### src/rtl/pch_pkg.sv
package pch_pkg;

    typedef enum logic [2:0] {
        HS_HOLD    = 3'd0,
        HS_IDLE    = 3'd1,
        HS_SETUP   = 3'd2,
        HS_REQ     = 3'd3,
        HS_RELEASE = 3'd4
    } hs_state_e;

    typedef enum logic {
        RES_ACCEPT = 1'b0,
        RES_DENY   = 1'b1
    } hs_result_e;

    typedef struct packed {
        logic       load;
        logic       commit;
        logic       finish;
        hs_result_e result;
    } hs_ctrl_t;

    function automatic logic resp_quiet(input logic acc, input logic dny);
        return !acc && !dny;
    endfunction

    function automatic logic resp_single(input logic acc, input logic dny);
        return acc ^ dny;
    endfunction

endpackage

### src/rtl/pch_fsm.sv
module pch_fsm
    import pch_pkg::*;
#(
    parameter int RST_HOLD = 4
) (
    input  logic     clk,
    input  logic     rst,
    input  logic     start_i,
    input  logic     paccept_i,
    input  logic     pdeny_i,
    output logic     preq_o,
    output logic     busy_o,
    output hs_ctrl_t ctrl_o
);

    localparam int CW = (RST_HOLD < 2) ? 1 : $clog2(RST_HOLD + 1);
    localparam logic [CW-1:0] HOLD_LAST = CW'(RST_HOLD - 1);

    hs_state_e  st_q, st_d;
    logic [CW-1:0] cnt_q;
    hs_result_e res_q, res_d;
    logic quiet;

    assign quiet = resp_quiet(paccept_i, pdeny_i);

    always_comb begin
        st_d          = st_q;
        res_d         = res_q;
        ctrl_o.load   = 1'b0;
        ctrl_o.commit = 1'b0;
        ctrl_o.finish = 1'b0;
        case (st_q)
            HS_HOLD: begin
                if (cnt_q == HOLD_LAST) st_d = HS_IDLE;
            end
            HS_IDLE: begin
                if (start_i && quiet) begin
                    st_d        = HS_SETUP;
                    ctrl_o.load = 1'b1;
                end
            end
            HS_SETUP: begin
                if (quiet) st_d = HS_REQ;
            end
            HS_REQ: begin
                if (resp_single(paccept_i, pdeny_i)) begin
                    st_d = HS_RELEASE;
                    if (paccept_i) begin
                        res_d         = RES_ACCEPT;
                        ctrl_o.commit = 1'b1;
                    end else begin
                        res_d = RES_DENY;
                    end
                end
            end
            HS_RELEASE: begin
                if (quiet) begin
                    st_d          = HS_IDLE;
                    ctrl_o.finish = 1'b1;
                end
            end
            default: st_d = HS_HOLD;
        endcase
        ctrl_o.result = res_q;
    end

    always_ff @(posedge clk) begin
        if (rst) begin
            st_q  <= HS_HOLD;
            cnt_q <= '0;
            res_q <= RES_ACCEPT;
        end else begin
            st_q  <= st_d;
            res_q <= res_d;
            if (st_q == HS_HOLD && cnt_q != HOLD_LAST) cnt_q <= cnt_q + 1'b1;
        end
    end

    assign preq_o = (st_q == HS_REQ);
    assign busy_o = (st_q != HS_IDLE);

endmodule

### src/rtl/pch_state_reg.sv
module pch_state_reg #(
    parameter int                 STATE_W    = 4,
    parameter logic [STATE_W-1:0] INIT_STATE = '0
) (
    input  logic               clk,
    input  logic               rst,
    input  logic               load_i,
    input  logic               commit_i,
    input  logic [STATE_W-1:0] target_i,
    output logic [STATE_W-1:0] pstate_o,
    output logic [STATE_W-1:0] cur_o
);

    always_ff @(posedge clk) begin
        if (rst) begin
            pstate_o <= INIT_STATE;
            cur_o    <= INIT_STATE;
        end else begin
            if (load_i)   pstate_o <= target_i;
            if (commit_i) cur_o    <= pstate_o;
        end
    end

endmodule

### src/rtl/pch_err_mon.sv
module pch_err_mon (
    input  logic clk,
    input  logic rst,
    input  logic preq_i,
    input  logic paccept_i,
    input  logic pdeny_i,
    output logic err_o
);

    logic acc_q, dny_q, viol;

    always_comb begin
        viol = (paccept_i && pdeny_i)
            || (!preq_i && paccept_i && !acc_q)
            || (!preq_i && pdeny_i && !dny_q);
    end

    always_ff @(posedge clk) begin
        if (rst) begin
            acc_q <= 1'b0;
            dny_q <= 1'b0;
            err_o <= 1'b0;
        end else begin
            acc_q <= paccept_i;
            dny_q <= pdeny_i;
            if (viol) err_o <= 1'b1;
        end
    end

endmodule

### src/rtl/pch_ctrl.sv
module pch_ctrl
    import pch_pkg::*;
#(
    parameter int                 STATE_W    = 4,
    parameter logic [STATE_W-1:0] INIT_STATE = '0,
    parameter int                 RST_HOLD   = 4
) (
    input  logic               clk,
    input  logic               rst,
    input  logic               start_i,
    input  logic [STATE_W-1:0] target_i,
    output logic               busy_o,
    output logic               done_o,
    output logic               denied_o,
    output logic [STATE_W-1:0] cur_state_o,
    output logic               err_o,
    output logic               preq_o,
    output logic [STATE_W-1:0] pstate_o,
    input  logic               paccept_i,
    input  logic               pdeny_i
);

    hs_ctrl_t ctrl;

    pch_fsm #(.RST_HOLD(RST_HOLD)) u_fsm (
        .clk       (clk),
        .rst       (rst),
        .start_i   (start_i),
        .paccept_i (paccept_i),
        .pdeny_i   (pdeny_i),
        .preq_o    (preq_o),
        .busy_o    (busy_o),
        .ctrl_o    (ctrl)
    );

    pch_state_reg #(.STATE_W(STATE_W), .INIT_STATE(INIT_STATE)) u_state (
        .clk      (clk),
        .rst      (rst),
        .load_i   (ctrl.load),
        .commit_i (ctrl.commit),
        .target_i (target_i),
        .pstate_o (pstate_o),
        .cur_o    (cur_state_o)
    );

    pch_err_mon u_err (
        .clk       (clk),
        .rst       (rst),
        .preq_i    (preq_o),
        .paccept_i (paccept_i),
        .pdeny_i   (pdeny_i),
        .err_o     (err_o)
    );

    always_ff @(posedge clk) begin
        if (rst) begin
            done_o   <= 1'b0;
            denied_o <= 1'b0;
        end else begin
            done_o   <= ctrl.finish;
            denied_o <= ctrl.finish && (ctrl.result == RES_DENY);
        end
    end

endmodule

### config.mk
export PLATFORM = sky130hd
export DESIGN_NAME = pch_ctrl
export DESIGN_NICKNAME = d
export VERILOG_FILES = /design/src/rtl/pch_pkg.sv /design/src/rtl/pch_fsm.sv /design/src/rtl/pch_state_reg.sv /design/src/rtl/pch_err_mon.sv /design/src/rtl/pch_ctrl.sv
export SDC_FILE = /design/constraint.sdc
export NUM_CORES = 1
export LEC_CHECK = 0
export BUFFER_PORTS_ARGS = -buffer_cell sky130_fd_sc_hd__clkbuf_2
export CAP_MARGIN = 0
export CORE_ASPECT_RATIO = 0.7
export CORE_MARGIN = 8
export CORE_UTILIZATION = 45
export CTS_CLUSTER_DIAMETER = 80
export DETAILED_ROUTE_END_ITERATION = 7
export GPL_TIMING_DRIVEN = 0
export PLACE_DENSITY = 0.72
export SLEW_MARGIN = 20
export SYNTH_ARGS = -nofsm -noshare
export SYNTH_HDL_FRONTEND = slang
export SYNTH_SLANG_ARGS = --single-unit
### constraint.sdc
create_clock -name clk -period 1.4 [get_ports clk]
set_input_delay 0.07 -clock clk [delete_from_list [all_inputs] [get_ports clk]]
set_output_delay 0.07 -clock clk [all_outputs]
set_load 0.02 [all_outputs]
# After elaboration in Yosys (flattened, before gate mapping)
# Cells that the tools add are included.
[word_totals] reg_bits=20 output_inout_bits=13
[op_classes] addsub=1 eq_ne=12 n_mux=14 bitwise_logic=1 n_reduce_logical=19
[ops] cell="3-bit 2-to-1 mux" n=5
[ops] cell="3-bit case mux with 5 select lines" n=1
[ops] cell="3-bit by 2-bit equality test with 1-bit output, second input constant" n=3
[ops] cell="1-bit logical AND" n=9
[ops] cell="1-bit 2-to-1 mux" n=8
[ops] cell="2-bit by 1-bit inequality test with 1-bit output, second input constant" n=4
[ops] cell="1-bit logical NOT" n=5
[ops] cell="5-bit AND reduction" n=1
[ops] cell="3-bit by 1-bit adder with 3-bit output, second input constant" n=1
[ops] cell="3-bit by 1-bit equality test with 1-bit output, second input constant" n=1
[ops] cell="3-bit equality test, second input constant" n=1
[ops] cell="3-bit logical NOT" n=1
[ops] cell="3-bit by 1-bit inequality test with 1-bit output, second input constant" n=1
[ops] cell="3-bit by 2-bit inequality test with 1-bit output, second input constant" n=1
[ops] cell="1-bit logical OR" n=2
[ops] cell="2-bit inequality test, second input constant" n=1
[ops] cell="2-bit AND reduction" n=1
[ops] cell="1-bit XOR" n=1

# Longest topological paths before layout
# Gate-level depths: netlist (run 1).
[depth] ltp_word=6 depth_mapped=5 ltp_nobuf=5

# By module
# A second synthesis (run 1) with hierarchy kept.
[unflattened] hier_cells=89 area_unflattened_um2=902.1
[by_module_without_submodules] mod="pch_fsm" instances=1 cells_per_inst=49 area_each_um2=460.4
[by_module_without_submodules] mod="pch_state_reg" instances=1 cells_per_inst=27 area_each_um2=284.0
[by_module_without_submodules] mod="pch_err_mon" instances=1 cells_per_inst=9 area_each_um2=102.6
[by_module_without_submodules] mod="pch_ctrl" instances=1 cells_per_inst=4 area_each_um2=55.1

# Worst setup path before layout (run 1)
# Ideal clock, no wire load.
[synth_timing] path_kind="register to register" start="register u_fsm.cnt_q[0]" end="register u_fsm.cnt_q[1]" setup_ns=0.126 arrival_ns=1.179 required_ns=1.274 setup_slack_ns=0.095 stages_incl_launch_ff=6 path_buffers=0 period_less_slack_ns=1.305 path_cell_list="dfxtp_1 ha_1 ha_1 nor4_4 mux2i_1 nor2_1"
[synth_via] elab_chain_cells=2 word_cells_on_any_way=3 cone_classes="1 x add/sub; 1 x eq/ne; 1 x reduce/logical"
[synth_lines] item="from (decl)" line_no="pch_fsm.sv:20" rtl="logic [CW-1:0] cnt_q;"
[synth_lines] item="from (signal assigned)" line_no="pch_fsm.sv:75" rtl="if (st_q == HS_HOLD && cnt_q != HOLD_LAST) cnt_q <= cnt_q + 1'b1;"
[synth_lines] item="branches (longest 2 deep; another with 3-bit by 1-bit adder with 3-bit output)"
# Parallel ways; which one is timed is not known.
# A chain may end at the register's enable or synchronous reset.

# Worst setup path after layout (run 1)
[layout_timing] start="register u_fsm.st_q[0]" end="output port busy_o"
[layout_via] elab_chain_cells=1
[layout_lines] item="from (decl)" line_no="pch_fsm.sv:19" rtl="hs_state_e st_q, st_d;"
[layout_lines] item="from (signal assigned)" line_no="pch_fsm.sv:73" rtl="st_q <= st_d;"
[layout_lines] item="3-bit by 1-bit inequality test with 1-bit output" line_no="pch_fsm.sv:80" rtl="assign busy_o = (st_q != HS_IDLE);"
[layout_lines] item="to (decl)" line_no="pch_ctrl.sv:12" rtl="output logic busy_o,"
# Every way passes these cells.

==> results of run 1 <==
==> registers in the layout, summed over array words and instances, names as in the netlist <==
register          cells
u_err.acc_q           1
u_fsm.st_q            3
u_state.cur_o         4
u_fsm.cnt_q           3
u_fsm.res_q           1
denied_o              1
u_err.dny_q           1
u_state.pstate_o      4
u_err.err_o           1
done_o                1
==> where the power goes <==
group,total [mW],switching [mW],internal (mW)
clock network,0.333,0.174,0.159
logic,0.349,0.159,0.190
registers,0.675,0.0433,0.631
==> area by class of cell <==
cell class | instances | area, µm² | area share
buffer | 5 | 35.0 | 0.0310
clock buffer | 4 | 36.3 | 0.0322
inverter | 3 | 11.3 | 0.00998
multi-input combinational | 60 | 465 | 0.412
sequential | 20 | 405 | 0.359
tap | 22 | 27.5 | 0.0244
timing repair buffer | 24 | 148 | 0.131
==> layer usage <==
metal	part of all wire	wire, µm	track usage
met3	0.062	109	0.0485
met5	0	0	0
met4	0.0051	9	0.0203
met1	0.50	884	0.130
met2	0.43	761	0.151
==> worst min-delay path, delay by kind of cell <==
kind	cells	cell delay, ns
buf+inv	1	0.08
mux	1	0.07
simple gates	1	0.06
==> path summary, 6_finish.rpt <==
kind / end
max: busy_o
min: u_state.pstate_o[2]
max reg2reg: u_state.pstate_o[3]
min reg2reg: denied_o
==> cell usage in the layout (no fill, tap or decap), drive strengths merged, types with 2 or more instances in the layout <==
master / count
nand2b: 10
nand3b: 4
clkbuf: 26
nand2: 2
nor2: 11
ha: 5
mux2i: 6
dlygate4sd3: 3
inv: 3
dfxtp: 20
buf: 4
a21oi: 4
o21ai: 4
==> per-stage QoR <==
stage,power (mW),utilization,hold WS [ns]
floorplan,0.904,-,0.180
global placement,0.954,0.550,0.315
detailed placement,0.964,0.550,0.324
CTS,1.32,0.593,0.0128
global route,1.45,0.609,0.0116
finish,1.36,0.609,0.0156
==> cells by family after synthesis <==
kind of cell,Yosys count
adder cells (fa/ha/maj),5
flip-flops,20
AO/OA/AOI/OAI,14
XOR/XNOR,1
AND/OR/NAND/NOR,34
multiplexers,6
buffers and inverters,8
==> timing repair <==
item	4_1_cts	5_1_grt
endpoints found under the hold margin	3	0
cloned	0	0
pin swaps	0	2
endpoints found under the setup margin	3	8
hold buffers	3	0
resized for setup	5	8
==> metrics.md, run 1 <==
| Metric | Value |
|---|---|
| Reg2reg setup slack | `0.03 ns` |
| Share of post-route cells with drive strength above 1 | `0.319` |
| Post-placement worst setup slack | `0.00351 ns` |
| Chain of cells forming the critical path | `buf_6, or3b_4, buf_8` |
| Top cell type's share of synthesized area | `0.451` |
| Fmax achieved | `721 MHz` |
| Synthesized area | `887 µm²` |
| Total wire length after detailed routing | `1760 µm` |
| Count of final max-slew check failures | `0` |
| Crit path launch | `u_fsm.st_q[0]` |
| Fraction of the mapped netlist area in compound gates | `0.100` |
| Post-route fraction of the period consumed by the critical path | `0.990` |
| Synthesized netlist net count | `102` |
| Synthesized instance count | `88` |
| Async S/R FF share, synth | `0` |
| Class of the most critical hold timing path | `input port to flip-flop` |
| Commonest cells post-synth | `dfxtp_1, nand2b_1, nor2_1` |
| Path depth of the worst reg2reg path | `4` |
| Yosys cell types | `28` |
| Clock tree from TritonCTS | `yes` |
| Area Growth Syn to Fin | `27.2%` |
| Cell types with the largest area share after synthesis | `dfxtp_1, ha_1, nand2b_1` |
| Count of unresolved DRC violations after routing | `0` |
| Tightest Pin Transition | `0.400 ns` |
| Simple-gate share of the synthesized area | `0.248` |
| Standard cell area after detailed placement | `1020 µm²` |
| Number of gates on the worst path with buffers counted | `3` |
| Height of the chip | `53.1 µm` |
| Antenna violations before repair | `0` |
| Minimum clock period after layout | `1.39 ns` |
| Cell total after placement | `131` |
| Global placer's final weighted congestion | `0.717` |
| Via count of the first global-routing pass | `667` |
| Number of endpoints failing setup at the final stage | `0` |
| Number of nets in the finished design | `131` |
| Number of enable flip-flop cells after synthesis | `0` |
| Leakage power of the design | `0.485 nW` |
| Power per cell area | `1200 nW/µm²` |
| Worst relative slew slack | `0.734` |
| Category of the most critical setup path | `flip-flop to output port` |
| Required arrival time at the worst endpoint | `1.33 ns` |
| Count of state elements after synthesis | `20` |
| Number of non-filler instances in the completed layout | `138` |
| Sequential share of the synthesized area | `0.451` |
| Startpoint kind of the worst setup timing path | `flip-flop` |
| Worst r2r src | `u_fsm.st_q[0]` |
| Peak supply drop | `714 µV` |
| Final Hold Viols | `0` |
| Largest delay contributor family on the critical path | `simple AND/OR/NAND/NOR gates` |
| Average wire per standard cell | `12.8 µm` |
| Slowest-stage cell, CP | `or3b_4` |
| Core area | `1850 µm²` |
| Port Buffer Count | `21` |
| Critical path's largest stage delay | `0.41 ns` |
| Die W | `69.1 µm` |
| Aggregate negative setup slack | `0 ns` |
| Iter 0 DRT Violations | `35` |
| Worst hold path cell count | `3` |
| Depth of the CTS H-tree | `1` |
| Diode count | `0` |
| Clock latency reported for the late side of the worst-skew pair | `0.30 ns` |
| Total CTS buffers | `3` |
| Post-synth top area cell | `dfxtp_1` |
| Layout filler cell count | `176` |
| Number of max-capacitance violations reported | `0` |
| Post-detailed-route via-to-cell ratio | `5.06` |
| Maximum buffer depth of the clock tree | `2` |
| Xor and xnor fraction of the mapped netlist area | `0.00987` |
| Post-route worst setup slack | `0.0139 ns` |
| Root buffer selected by CTS | `clkbuf_4` |
| Fraction of synthesized area in multiplexers | `0.0677` |
| YS warnings | `0` |
| Overflow after GRT | `0` |
| Floorplan row count | `13` |
| I/O pin total | `22` |
| Run status | `finished clean` |
| Critical path arrival | `1.32 ns` |
| Initial core utilization | `0.478` |
| First-pass detailed-route iteration total | `4` |
| Global-route wire length before repair | `3040 µm` |
| Largest family of logic cells by synthesized area | `simple AND/OR/NAND/NOR gates` |
| Prevailing post-synth register cell | `dfxtp_1` |
| Die area | `3670 µm²` |
| Post-CTS setup repair buffer count | `0` |
| Synthesized-area fraction occupied by adder cells | `0.0705` |
| HPWL after DPL | `1300 µm` |
| Clk sink count | `20` |
| Max FO, Critical Path | `9` |
| Most instantiated library cell after synthesis | `dfxtp_1` |
| Via count | `698` |
| Number of buffer and inverter stages on the critical path | `2` |
| Number of routed nets with antenna violations | `0` |
| Global routing usage summed across all routing layers | `0.101` |
| Largest net degree at the start of global routing | `12` |
| Synthesized area per cell | `10.1 µm²` |
| Critical Path Sink Type | `output port` |
| RSZ-0062 raised after global routing | `true` |
| Setup clock skew after layout | `0.00224 ns` |
| Design area | `1130 µm²` |
| Post-CTS clock slew at the launch and capture registers of the worst setup and hold paths | `0.11 ns` |
| Startpoint of the most critical hold path | `target_i[2]` |
No activity file was read; power rests on OpenSTA's default activity.
==> run 2, diff against run 1 <==
--- a/config.mk
+++ b/config.mk
@@ -6,13 +6,12 @@
 export NUM_CORES = 1
 export LEC_CHECK = 0
-export BUFFER_PORTS_ARGS = -buffer_cell sky130_fd_sc_hd__clkbuf_2
 export CAP_MARGIN = 0
-export CORE_ASPECT_RATIO = 0.7
 export CORE_MARGIN = 8
-export CORE_UTILIZATION = 45
+export CORE_UTILIZATION = 53
 export CTS_CLUSTER_DIAMETER = 80
 export DETAILED_ROUTE_END_ITERATION = 7
+export DONT_BUFFER_PORTS = 1
 export GPL_TIMING_DRIVEN = 0
-export PLACE_DENSITY = 0.72
+export PLACE_DENSITY = 0.71
 export SLEW_MARGIN = 20
 export SYNTH_ARGS = -nofsm -noshare
==> constraint.sdc (replaced) <==
create_clock -name clk -period 1.4 [get_ports clk]
set_input_delay 0.14 -clock clk [delete_from_list [all_inputs] [get_ports clk]]
set_output_delay 0.14 -clock clk [all_outputs]
set_load 0.02 [all_outputs]
==> run 2 against run 1 <==
Net effect: flip-flop and latch count unchanged; clock power down 1%; global-route usage is 0.65 points higher; design area shrank 7.6%; clock skew increased by 0.0061 ns; total power shrank 2.2%; die area fell by 12%; non-clock buffer count decreased by 17; critical path type is now flip-flop to flip-flop; critical endpoint is now u_state.pstate_o[0]; largest power group unchanged.
==> metrics.md, run 2 (same netlist as run 1, synthesis figures left out) <==
| Metric | Value |
|---|---|
| Number of routed nets with antenna violations | `0` |
| Count of unresolved DRC violations after routing | `0` |
| Final Hold Viols | `0` |
| Total CTS buffers | `3` |
| Share of post-route cells with drive strength above 1 | `0.152` |
| Via count of the first global-routing pass | `663` |
| Post-CTS clock slew at the launch and capture registers of the worst setup and hold paths | `0.11 ns` |
| Post-detailed-route via-to-cell ratio | `5.47` |
| Height of the chip | `56.9 µm` |
| Diode count | `0` |
| Category of the most critical setup path | `flip-flop to flip-flop` |
| Antenna violations before repair | `0` |
| Class of the most critical hold timing path | `input port to flip-flop` |
| Post-route fraction of the period consumed by the critical path | `0.970` |
| Number of non-filler instances in the completed layout | `115` |
| Fmax achieved | `736 MHz` |
| Startpoint kind of the worst setup timing path | `flip-flop` |
| Run status | `finished clean` |
| Layout filler cell count | `120` |
| Share of the core filled with cells in the final layout | `0.676` |
| Area Growth Syn to Fin | `17.5%` |
| Clock tree from TritonCTS | `yes` |
| First-pass detailed-route iteration total | `3` |
| Depth of the CTS H-tree | `1` |
| Worst relative slew slack | `0.736` |
| I/O pin total | `22` |
| Via count | `629` |
| Minimum clock period after layout | `1.36 ns` |
| Peak supply drop | `770 µV` |
| Post-CTS setup repair buffer count | `0` |
| Global routing usage summed across all routing layers | `0.108` |
| Critical path arrival | `1.59 ns` |
| Critical Path Sink Type | `flip-flop` |
| Initial core utilization | `0.575` |
| Required arrival time at the worst endpoint | `1.64 ns` |
| Global placer's final weighted congestion | `0.722` |
| Setup clock skew after layout | `0.00833 ns` |
| Clock latency reported for the late side of the worst-skew pair | `0.30 ns` |
| Tot Pwr | `1.33 mW` |
| Clk sink count | `20` |
| Power per cell area | `1270 nW/µm²` |
| Biggest registers after layout | `u_state.cur_o x4, u_state.pstate_o x4` |
| Cell total after placement | `104` |
| Global-route wire length before repair | `2900 µm` |
| Most frequent cells in the layout | `dfxtp_1, nor2_1, nand2b_1` |
| Iter 0 DRT Violations | `3` |
| Leakage power of the design | `0.404 nW` |
| Max FO, Critical Path | `10` |
| Average wire per standard cell | `14.8 µm` |
| Overflow after GRT | `0` |
| Number of endpoints failing setup at the final stage | `0` |
| Count of final max-slew check failures | `0` |
| HPWL after DPL | `1160 µm` |
| Die area | `3240 µm²` |
| Total wire length after detailed routing | `1710 µm` |
| Tightest Pin Transition | `0.396 ns` |
| Root buffer selected by CTS | `clkbuf_4` |
| Largest net degree at the start of global routing | `12` |
| Port Buffer Count | `0` |
| RSZ-0062 raised after global routing | `true` |
| Number of nets in the finished design | `114` |
| Floorplan row count | `14` |
| Number of max-capacitance violations reported | `0` |
| Leading cell type in the layout, fill and taps excluded | `dfxtp_1` |
| Maximum buffer depth of the clock tree | `2` |
| Die W | `56.9 µm` |
| Core area | `1540 µm²` |
## run 2: cell count changes in the layout (fill, tap and decap cells not counted), sizes merged
cell         change
buf              -2
clkbuf          -19
dlygate4sd3      +4
## run 2: final timing paths
check / startpoint / endpoint / slack, ns / cells after the start
max: u_fsm.st_q[1] / u_state.pstate_o[0] / 0.04 / 4
min: start_i / u_fsm.st_q[1] / 0.02 / 2
max reg2reg: u_fsm.st_q[1] / u_state.pstate_o[0] / 0.04 / 4
min reg2reg: u_fsm.res_q / denied_o / 0.48 / 1
## run 2: worst max-delay path, stage by stage, from the launching register on
cell and delay (ns):
dfxtp_1 0.32, buf_6 0.13, or3b_4 0.45, nor2_4 0.19, mux2i_1 0.20
## run 2: repair_timing
action                                 4_1_cts  5_1_grt
endpoints found under the hold margin        7        0
setup endpoints to repair                    3        6
pin swaps                                    1        0
hold buffers                                 7        0
gates resized for setup                      1        6
## run 2: routing by layer
metal,global-route usage,vias up,share of wire
met2,0.180,18,0.46
li1,-,327,-
met1,0.113,282,0.43
met3,0.0674,2,0.11
met4,0.0201,0,0.0047
met5,0,-,0
## run 2: metrics by stage
stage / setup TNS, ns / hold WS (ns) / instance area (µm²) / worst slack (ns)
finish: 0 / 0.0165 / 1040 / 0.0415
global route: -0.0145 / 0.0217 / 1040 / -0.0125
CTS: 0 / 0.0110 / 1020 / 0.00805
detailed placement: -0.00778 / 0.255 / 907 / -0.00778
global placement: 0 / 0.251 / 907 / 0.0319
floorplan: 0 / 0.250 / 887 / 0.0946
## run 2: layout make-up
cell class	count	area, µm²	share of cell area
Clock buffer	4	36.3	0.0348
Buffer	5	35.0	0.0336
Inverter	3	11.3	0.0108
Tap cell	16	20.0	0.0192
Sequential cell	20	404	0.388
Multi-Input combinational cell	60	465	0.447
Timing Repair Buffer	7	70.1	0.0672
## run 2: power breakdown
group,switching [mW],internal (mW)
sequential,0.0466,0.631
combinational,0.146,0.173
clock,0.171,0.159
==> run 3, diff against run 2 <==
CORE_UTILIZATION = 59   (was 53)
PLACE_DENSITY = 0.77   (was 0.71)
clock period = 1.5 ns   (was 1.4 ns; I/O delays follow)
==> run 3 against run 2 <==
Net effect: clock skew down 0.0017 ns; setup slack better by 0.0041 ns; sequential share of layout area is 0.35 points lower; largest cell class unchanged; flip-flop and latch count unchanged; design area rose by 0.60%; total power fell by 4.0%; critical path depth is 1 higher; clock-buffer cell count unchanged; die area decreased by 7.4%; critical path type unchanged; fmax down 6.6%; clock power shrank 7.0%.
==> metrics.md, run 3 (same netlist as run 1, synthesis figures left out) <==
| Metric | Value |
|---|---|
| Class of the most critical hold timing path | `input port to flip-flop` |
| Most frequent cells in the layout | `dfxtp_1, nor2_1, nand2b_1` |
| Required arrival time at the worst endpoint | `1.68 ns` |
| Iter 0 DRT Violations | `13` |
| Category of the most critical setup path | `flip-flop to flip-flop` |
| Height of the chip | `54.8 µm` |
| Post-CTS clock slew at the launch and capture registers of the worst setup and hold paths | `0.11 ns` |
| Via count | `644` |
| Reg2reg setup slack | `0.05 ns` |
| Total wire length after detailed routing | `1710 µm` |
| Root buffer selected by CTS | `clkbuf_4` |
| Sequential cell area | `403 µm²` |
| Leakage power of the design | `0.408 nW` |
| Average wire per standard cell | `14.8 µm` |
| Post-placement worst setup slack | `0.116 ns` |
| Max FO, Critical Path | `4` |
| Core area | `1450 µm²` |
| Area Growth Syn to Fin | `18.2%` |
| Path depth of the worst reg2reg path | `5` |
| Clock latency reported for the late side of the worst-skew pair | `0.29 ns` |
| Number of nets in the finished design | `115` |
| Fmax achieved | `688 MHz` |
| Antenna violations before repair | `0` |
| First-pass detailed-route iteration total | `4` |
| Tightest Pin Transition | `0.427 ns` |
| Multi-input gate area in the final layout | `465 µm²` |
| Count of unresolved DRC violations after routing | `0` |
| Tot Pwr | `1.27 mW` |
| Die W | `54.8 µm` |
| Reg-to-reg endpoint | `u_fsm.cnt_q[1]` |
| Critical Path Sink Type | `flip-flop` |
| Total CTS buffers | `3` |
| Depth of the CTS H-tree | `1` |
| Global routing usage summed across all routing layers | `0.116` |
| Maximum buffer depth of the clock tree | `2` |
| RSZ-0062 raised after global routing | `true` |
| Leading cell type in the layout, fill and taps excluded | `dfxtp_1` |
| Minimum clock period after layout | `1.45 ns` |
| Worst relative slew slack | `0.715` |
| Global placer's final weighted congestion | `0.780` |
| Number of max-capacitance violations reported | `0` |
| Final Hold Viols | `0` |
| Setup clock skew after layout | `0.00666 ns` |
| Post-route worst setup slack | `0.0456 ns` |
| Post-detailed-route via-to-cell ratio | `5.55` |
| Global-route wire length before repair | `2550 µm` |
| Share of post-route cells with drive strength above 1 | `0.150` |
| Worst slack on hold paths | `0.0281 ns` |
| Peak supply drop | `925 µV` |
| Worst Setup EP | `u_fsm.cnt_q[1]` |
| Number of routed nets with antenna violations | `0` |
| Largest net degree at the start of global routing | `12` |
| Die area | `3000 µm²` |
| Critical path arrival | `1.64 ns` |
| Power per cell area | `1210 nW/µm²` |
| Run status | `finished clean` |
| Count of final max-slew check failures | `0` |
| HPWL after DPL | `1180 µm` |
| Share of the core filled with cells in the final layout | `0.721` |
| Number of endpoints failing setup at the final stage | `0` |
| Post-route fraction of the period consumed by the critical path | `0.970` |
| Startpoint kind of the worst setup timing path | `flip-flop` |
| Diode count | `0` |
| Crit path launch | `u_fsm.cnt_q[0]` |
| Initial core utilization | `0.610` |
| Overflow after GRT | `0` |
| Via count of the first global-routing pass | `572` |
| Layout filler cell count | `100` |
| Worst r2r src | `u_fsm.cnt_q[0]` |
| Aggregate negative setup slack | `0 ns` |
| I/O pin total | `22` |
| Floorplan row count | `14` |
| Clock tree from TritonCTS | `yes` |
| Clk sink count | `20` |
| Biggest registers after layout | `u_state.cur_o x4, u_state.pstate_o x4` |
| Port Buffer Count | `0` |
## run 3: cell count changes in the layout (fill, tap and decap cells not counted)
| cell | before | now |
|---|---|---|
| buf_4 | 0 | 1 |
| dfxtp_1 | 17 | 18 |
| dfxtp_2 | 3 | 2 |
## run 3: layout make-up
class                           instances  share of cell area
Clock buffer                            4              0.0346
Inverter                                3              0.0107
Timing Repair Buffer                    8              0.0740
Sequential cell                        20               0.384
Tap cell                               16              0.0191
Multi-Input combinational cell         60               0.444
Buffer                                  5              0.0334
## run 3: metrics by stage
stage / instance area [µm²] / cells
global route: 1050 / 116
finish: 1050 / 116
global placement: 907 / 104
floorplan: 887 / 88
CTS: 1010 / 115
detailed placement: 907 / 104
## run 3: critical path: stages, from the launching register on
cell and delay, ns:
dfxtp_2 0.36, ha_4 0.16, ha_4 0.16, nor4_4 0.38, mux2i_1 0.23, nor2_1 0.06
## run 3: worst min-delay path by stage
| stage | startpoint | cells after the start | to | slack (ns) |
|---|---|---|---|---|
| finish | pdeny_i | 2 | u_err.dny_q | 0.03 |
| global route | pdeny_i | 2 | u_err.dny_q | 0.02 |
| detailed placement | paccept_i | 1 | u_fsm.res_q | 0.27 |
| global placement | paccept_i | 1 | u_fsm.res_q | 0.26 |
| floorplan | paccept_i | 1 | u_fsm.res_q | 0.26 |
| CTS | pdeny_i | 2 | u_err.dny_q | 0.004 |
## run 3: report_power, final
part / internal, mW / leakage (nW) / switching, mW
Clock: 0.148 / 0.0210 / 0.158
Combinational: 0.183 / 0.224 / 0.149
Sequential: 0.591 / 0.163 / 0.0446
## run 3: metal layers
metal | vias to the layer above | wire length [µm] | GRT usage
li1 | 327 | - | -
met1 | 293 | 755 | 0.137
met2 | 20 | 794 | 0.175
met3 | 4 | 140 | 0.0489
met4 | 0 | 23 | 0.0574
met5 | - | 0 | 0
## run 3: timing repair
item,in CTS,in global routing
endpoints found under the hold margin,7,0
resized for setup,0,6
setup buffers,0,1
setup endpoints to repair,0,1
hold buffers,7,0
